## config.mk

```make
export PLATFORM = sky130hd
export DESIGN_NAME = gated_scan_trigger
export DESIGN_NICKNAME = d
export VERILOG_FILES = /design/src/rtl/gst_pkg.sv /design/src/rtl/gst_mod_counter.sv /design/src/rtl/gst_oneshot.sv /design/src/rtl/gst_sync_edge.sv /design/src/rtl/gated_scan_trigger.sv
export SDC_FILE = /design/constraint.sdc
export NUM_CORES = 1
export LEC_CHECK = 0
export BUFFER_PORTS_ARGS = -buffer_cell sky130_fd_sc_hd__buf_2
export CORE_MARGIN = 10
export CORE_UTILIZATION = 50
export DETAILED_ROUTE_END_ITERATION = 10
export PLACE_DENSITY = 0.69
export SETUP_SLACK_MARGIN = 0.5
export SLEW_MARGIN = 30
export SYNTH_ARGS = -nofsm -noshare
export SYNTH_HDL_FRONTEND = slang
export SYNTH_SLANG_ARGS = --single-unit
export TNS_END_PERCENT = 30
```

## constraint.sdc

```tcl
create_clock -name clk -period 2.6 [get_ports clk]
set_input_delay 0.39 -clock clk [delete_from_list [all_inputs] [get_ports clk]]
set_output_delay 0.39 -clock clk [all_outputs]
set_load 0.02 [all_outputs]
```

## src/rtl/gst_pkg.sv

```systemverilog
package gst_pkg;

    localparam int unsigned GST_PRE_DIV_DEF  = 15;
    localparam int unsigned GST_RATIO_DEF    = 100;
    localparam int unsigned GST_PULSE_W_DEF  = 1000;
    localparam int unsigned GST_DIV_W_DEF    = 8;
    localparam int unsigned GST_SYNC_STG_DEF = 2;

    // Enable strobes moving down the divider chain
    typedef struct packed {
        logic gated;
        logic pre;
        logic sec;
    } gst_ticks_t;

    // Next ratio value: a zero request keeps the current ratio
    function automatic logic [GST_DIV_W_DEF-1:0] gst_next_ratio(
        input logic [GST_DIV_W_DEF-1:0] cur,
        input logic [GST_DIV_W_DEF-1:0] req
    );
        return (req == '0) ? cur : req;
    endfunction

endpackage

```

## src/rtl/gst_mod_counter.sv

```systemverilog
module gst_mod_counter #(
    parameter int unsigned W = 4
) (
    input  logic         clk,
    input  logic         rst,
    input  logic         clr,
    input  logic         en,
    input  logic [W-1:0] modulus,
    output logic [W-1:0] count,
    output logic         wrap
);
    logic at_end;

    assign at_end = (count == modulus - W'(1));
    assign wrap   = en && at_end;

    always_ff @(posedge clk) begin
        if (rst || clr) begin
            count <= '0;
        end else if (en) begin
            count <= at_end ? '0 : count + W'(1);
        end
    end
endmodule

```

## src/rtl/gst_oneshot.sv

```systemverilog
module gst_oneshot #(
    parameter int unsigned WIDTH = 1000
) (
    input  logic clk,
    input  logic rst,
    input  logic fire,
    output logic pulse
);
    localparam int unsigned CW = $clog2(WIDTH + 1);

    logic [CW-1:0] remain;

    always_ff @(posedge clk) begin
        if (rst) begin
            remain <= '0;
        end else if (fire) begin
            remain <= CW'(WIDTH);
        end else if (remain != '0) begin
            remain <= remain - CW'(1);
        end
    end

    assign pulse = (remain != '0);
endmodule

```

## src/rtl/gst_sync_edge.sv

```systemverilog
module gst_sync_edge #(
    parameter int unsigned STAGES = 2
) (
    input  logic clk,
    input  logic rst,
    input  logic async_in,
    output logic rise
);
    logic [STAGES-1:0] chain;
    logic              last;

    always_ff @(posedge clk) begin
        if (rst) begin
            chain[0] <= 1'b0;
        end else begin
            chain[0] <= async_in;
        end
    end

    for (genvar i = 1; i < STAGES; i++) begin : g_stage
        always_ff @(posedge clk) begin
            if (rst) begin
                chain[i] <= 1'b0;
            end else begin
                chain[i] <= chain[i-1];
            end
        end
    end

    always_ff @(posedge clk) begin
        if (rst) begin
            last <= 1'b0;
        end else begin
            last <= chain[STAGES-1];
        end
    end

    assign rise = chain[STAGES-1] && !last;
endmodule

```

## src/rtl/gated_scan_trigger.sv

```systemverilog
module gated_scan_trigger
    import gst_pkg::*;
#(
    parameter int unsigned PRE_DIV  = GST_PRE_DIV_DEF,
    parameter int unsigned DIV_W    = GST_DIV_W_DEF,
    parameter int unsigned PULSE_W  = GST_PULSE_W_DEF,
    parameter int unsigned SYNC_STG = GST_SYNC_STG_DEF
) (
    input  logic             clk,
    input  logic             rst,
    input  logic             ref_tick,
    input  logic             start_req,
    input  logic             stop_clr,
    input  logic             ana_sync,
    input  logic [DIV_W-1:0] div_sel,
    output logic             trig_out,
    output logic             scan_start
);
    localparam int unsigned PW = $clog2(PRE_DIV + 1);

    gst_ticks_t       tk;
    logic             run_q;
    logic [DIV_W-1:0] ratio_q;
    logic [PW-1:0]    pre_cnt;
    logic [DIV_W-1:0] sec_cnt;
    logic             sec_tick;

    // Run latch: clear wins over set
    always_ff @(posedge clk) begin
        if (rst || stop_clr) begin
            run_q <= 1'b0;
        end else if (start_req) begin
            run_q <= 1'b1;
        end
    end

    // Ratio register, open only while idle; zero request keeps value
    always_ff @(posedge clk) begin
        if (rst) begin
            ratio_q <= DIV_W'(GST_RATIO_DEF);
        end else if (!run_q && div_sel != '0) begin
            ratio_q <= div_sel;
        end
    end

    assign tk.gated = ref_tick && run_q;

    gst_mod_counter #(.W(PW)) u_pre (
        .clk     (clk),
        .rst     (rst),
        .clr     (stop_clr),
        .en      (tk.gated),
        .modulus (PW'(PRE_DIV)),
        .count   (pre_cnt),
        .wrap    (tk.pre)
    );

    gst_mod_counter #(.W(DIV_W)) u_sec (
        .clk     (clk),
        .rst     (rst),
        .clr     (stop_clr),
        .en      (tk.pre),
        .modulus (ratio_q),
        .count   (sec_cnt),
        .wrap    (tk.sec)
    );

    assign sec_tick = tk.sec;

    gst_oneshot #(.WIDTH(PULSE_W)) u_shot (
        .clk   (clk),
        .rst   (rst),
        .fire  (sec_tick),
        .pulse (trig_out)
    );

    gst_sync_edge #(.STAGES(SYNC_STG)) u_sync (
        .clk      (clk),
        .rst      (rst),
        .async_in (ana_sync),
        .rise     (scan_start)
    );
endmodule

```

; Word level (Yosys, flattened, before mapping)
; Index checks and enable logic that the tools add are counted.
[word_totals]
regBits = 34
elab_cells = 31
[op_classes]
n_addsub = 4
n_eq_ne = 2
muxes = 4
n_reduce_logical = 12
[op_table]
columns = op, n
row1 = $mux 10, 2
row2 = $reduce_bool 10->1, 1
row3 = $sub 10x1->10 const B, 1
row4 = $add 8x1->8 const B, 1
row5 = $eq 8x8->1, 1
row6 = $mux 8, 1
row7 = $reduce_bool 8->1, 1
row8 = $sub 8x1->8 const B, 1
row9 = $logic_and 1x1->1, 5
row10 = $add 4x1->4 const B, 1
row11 = $eq 4x4->1 const B, 1
row12 = $mux 4, 1
row13 = $logic_not 1->1, 2
row14 = $reduce_bool 2->1, 1
row15 = $reduce_or 2->1, 1
row16 = $logic_or 1x1->1, 1

; Depth between registers and ports, before layout
[depth]
word_depth = 4
depth_mapped = 9
depth_no_buf = 8

; By module
; Synthesis repeated with hierarchy kept, for this count alone.
[unflattened]
hier_cells = 228
hier_area_um2 = 2139.6
[by_module_without_submodules]
columns = mod, area_each_um2, instances, cells_per_inst
row1 = gst_mod_counter at u_sec, 721.9, 1, 84
row2 = gst_oneshot, 599.3, 1, 64
row3 = gated_scan_trigger, 446.7, 1, 47
row4 = gst_mod_counter at u_pre, 284.0, 1, 26
row5 = gst_sync_edge, 87.6, 1, 7

; Least setup slack after synthesis
; No wires, ideal clock.
[synth_path]
kind = flip-flop to flip-flop
startpoint = register ratio_q[0]
endpoint = register u_shot.remain[3]
required_ns = 2.525
stages_incl_launch_ff = 9
period_less_slack_ns = 1.954
slack_ns = 0.646
arrival_time_ns = 1.879
cell_sequence = dfxtp_1 inv_1 ha_1 a31o_2 a2111oi_2 o211ai_2 or2_0 buf_2 a31oi_1
[synth_between]
elab_chain_len = 4
elab_cells_between_ends = 5
cone_classes = add/sub: 1 / eq/ne: 1 / mux: 1 / reduce/logical: 2
[synth_lines]
columns = element, line_no
row1 = from (decl), gated_scan_trigger.sv:23  ; logic [DIV_W-1:0] ratio_q;
row2 = from (signal assigned), gated_scan_trigger.sv:40  ; ratio_q <= DIV_W'(GST_RATIO_DEF);
row3 = from (signal assigned), gated_scan_trigger.sv:42  ; ratio_q <= div_sel;
row4 = $sub 8x1->8 *, gst_mod_counter.sv:14  ; assign at_end = (count == modulus - W'(1));
row5 = $eq 8x8->1 *, gst_mod_counter.sv:14
row6 = $logic_and 1x1->1 *, gst_mod_counter.sv:15  ; assign wrap = en && at_end;
row7 = $mux 10 or $reduce_bool 2->1 (tied branches), n/a
row8 = to (signal assigned), gst_oneshot.sv:17  ; remain <= CW'(WIDTH);
row9 = to (signal assigned), gst_oneshot.sv:19  ; remain <= remain - CW'(1);
row10 = to (decl), gst_oneshot.sv:11  ; logic [CW-1:0] remain;
; Mark *: on every way between the ends. The rest lies on a longest branch, timed or not.
; A chain may end at the register's enable or synchronous reset.

; Worst setup path after layout
[layout_path]
startpoint = register u_shot.remain[5]
endpoint = output trig_out
[layout_between]
elab_chain_len = 1
[layout_lines]
columns = element, line_no
row1 = $reduce_bool 10->1, gst_oneshot.sv:23  ; assign pulse = (remain != '0);
row2 = to (decl), gated_scan_trigger.sv:16  ; output logic trig_out,
; Every way passes these cells.

==> metrics.md <==
| Metric | Value |
|---|---|
| Top Ports | 16 |
| Final core occ | between 60% and 70% |
| Switching portion of total power | ~31% |
| Post-synth net total | between 200 and 250 |
| Total CTS buffers | 5 |
| Register area share after synthesis | between 30% and 40% |
| Gp weighted congestion | about 0.81 |
| Combinational group share of total power | between 30% and 40% |
| IO Port Bufs | 15 |
| # diodes | 0 |
| Synth Area in Simple Gates | ~29% |
| Critical path class | reg2out |
| Slew HR | roughly three fifths |
| TritonCTS clock tree | yes |
| Clk slew on worst S/H paths | approximately 0.1 ns |
| Vias in the first global route | 1421 |
| Die Y | 79.1 µm |
| Post-synth EDFFs | 0 |
| DR vias/cell | between 5 and 6 |
| Status | completed |
| Worst skew pair latency | ~0.35 ns |
| Post-synthesis cell type count | between 40 and 50 |
| Pint | 0.00119 W |
| Adder-Cell Fraction of Synth Area | under 10% |
| First-pass DRT Iterations | 4 |
| Sequential share of power | 37.8% |
| Crit. End Element | primary output |
| Die area | approximately 0.0063 mm² |
| Cells after Synth | roughly 210 |
| Wire per inst | approximately 13 µm |
| Fin. Hold Viols | 0 |
| Worst EP arrival | 1.65 ns |
| Drt initial violations | 94 |
| DP HPWL | 2560 µm |
| DR vias | about 1500 |
| Power Density | between 800 and 900 mW/mm² |
| Net Switching | 0.000537 W |
| Max H-tree Level | 2 |
| Complex-gate fraction of the synthesized area | 17.9% |
| Yosys warnings | 0 |
| Final nets | 247 |
| CTS Buffer Depth | 2 |
| # setup viols final | 0 |
| Minimum clock period | approximately 2 ns |
| Die W | between 70 and 80 µm |
| Clk_skew | roughly 0.010 ns |
| Total Wirelength | about 3500 µm |
| Sink Count | 34 |
| Initial antenna violation count | 0 |
| Clock network power share | between 20% and 30% |
| Multiplexer area fraction after synthesis | about 2.3% |
| Post-DRT Antenna Nets | 0 |
| Hold Crit Class | in2reg |
| Crit Path Max Fanout | 5 |
| Starting Density | around half |
| Mapped cell area | 0.00175 mm² |
| Largest cells by area after synthesis | dfxtp_1, a21oi_1, nor2_1 |
| Non-filler cells, final | 277 |
| Cells after DPL | 266 |
| First-pass GRT wire length | roughly 6300 µm |
| Pin count of the biggest net entering global routing | 23 |
| CORE AREA | approximately 0.0034 mm² |
| Share of cells above drive strength 1 | a little under a fifth |
| Slew Limit Fails | 0 |
| Max VDD drop | roughly 0.00043 V |
| Flops & latches, synth | 34 |
| Top FF cell, synth | dfxtp_1 |
| Yosys top cell area share | around 39% |
| Tightest Pin Transition | about 0.62 ns |
| Synth Area per Inst | ~8.2 µm² |
| Max Cap Viol | 0 |
| Final global-route overflow total | 0 |
| Post-synthesis async set-or-reset flop share | 0% |
| Cell taking the most area after synthesis | dfxtp_1 |
| Leak pwr | approximately 0.8 nW |
| Fin Setup TNS | 0 ns |
| Fin crit share | a little under 80% |
| RSZ-0062 raised after global routing | yes |
| XOR/XNOR Fraction of Synth Area | 6.51% |
| Most frequent cells in the layout | dfxtp_1, a21oi_1, nor2_1 |
| Largest family of logic cells by synthesized area | simple AND/OR/NAND/NOR gates |
| CP required | 2.21 ns |
| Layout area overhead | 17.0% |
| Hold_buf cts | 0 |
| CTS root buffer | clkbuf_4 |
| DRC errors left | 0 |
| # fillers | 340 |
| Startpoint types | register |
| Gr usage total | between 10% and 20% |
| Fmax | approximately 0.49 GHz |
| Most common cell after layout, fill and taps aside | dfxtp_1 |
| Rows | 21 |
## worst paths after layout
path                      endpoint             start  cells past startpoint  slack, ns
hold / removal               run_q         start_req                      3       0.25
setup reg to reg  u_shot.remain[5]        ratio_q[3]                      6       0.62
setup / recovery          trig_out  u_shot.remain[5]                      5       0.56
hold reg to reg    u_sync.chain[1]   u_sync.chain[0]                      1       0.46
## cells in the mapped netlist, types with 5 or more instances
master    instances
clkbuf_1          6
nor2b_1          11
a21oi_1          23
or3_1             7
nor2_1           22
dfxtp_1          34
inv_1             7
nand2_1          12
nor3_1           14
o21ai_0           9
nand3_1           7
xnor2_1           9
nand4_1           5
## registers in the layout, summed over array words and instances (netlist names)
register / count
ratio_q: 8
run_q: 1
u_pre.count: 4
u_sec.count: 8
u_shot.remain: 10
u_sync.chain: 2
u_sync.last: 1
## critical path, cell delays in order (launching register included)
cell	delay, ns
dfxtp_2	0.35
or3_4	0.40
nor3_1	0.14
buf_4	0.16
nand2_2	0.08
buf_4	0.17
## metal layers
layer / wire, µm / track usage, %
met5: 0 / 0
met4: 57 / 4.84
met3: 131 / 4.62
met2: 1600 / 19.4
met1: 1750 / 14.7
## per-stage QoR
step	area (µm²)	setup WS (ns)	hold WS [ns]	power (W)
after floorplan	1750	0.646	0.414	0.00101
final	2050	0.557	0.247	0.00173
after global placement	1850	0.470	0.419	0.00113
after global routing	2050	0.483	0.247	0.00184
after detailed placement	1850	0.383	0.453	0.00114
after CTS	2000	0.508	0.242	0.00168
## cells by family after synthesis
family / Yosys count
buffers and inverters: 16
AOI/OAI and AO/OA: 49
adders and majority gates: 3
and+or+nand+nor: 94
DFF: 34
xor gates and xnor gates: 13
muxes: 4
## power by group through the flow
stage	clock, W	combinational, W	sequential, W
6_report	0.000503	0.000571	0.000653
2_1_floorplan	0	0.000375	0.000639
3_3_place_gp	0	0.000473	0.000653
3_5_place_dp	0	0.000481	0.000655
5_1_grt	0.000540	0.000633	0.000663
4_1_cts	0.000516	0.000513	0.000647
## layout make-up
type,instances,area (µm²),area share (%)
Timing Repair Buffer,19,108,5.26
Tap cell,46,57.6,2.81
Clock inverter,2,60.1,2.94
Clock buffer,6,51.3,2.51
Multi-Input combinational cell,163,1060,51.8
Sequential cell,34,683,33.4
Inverter,7,26.3,1.28
## timing repair
action,in CTS,in global routing
pin swaps,1,2
endpoints found under the setup margin,14,17
gates resized for setup,8,7
setup buffers,2,1
Note: power is estimated with default switching activity, not from simulation.
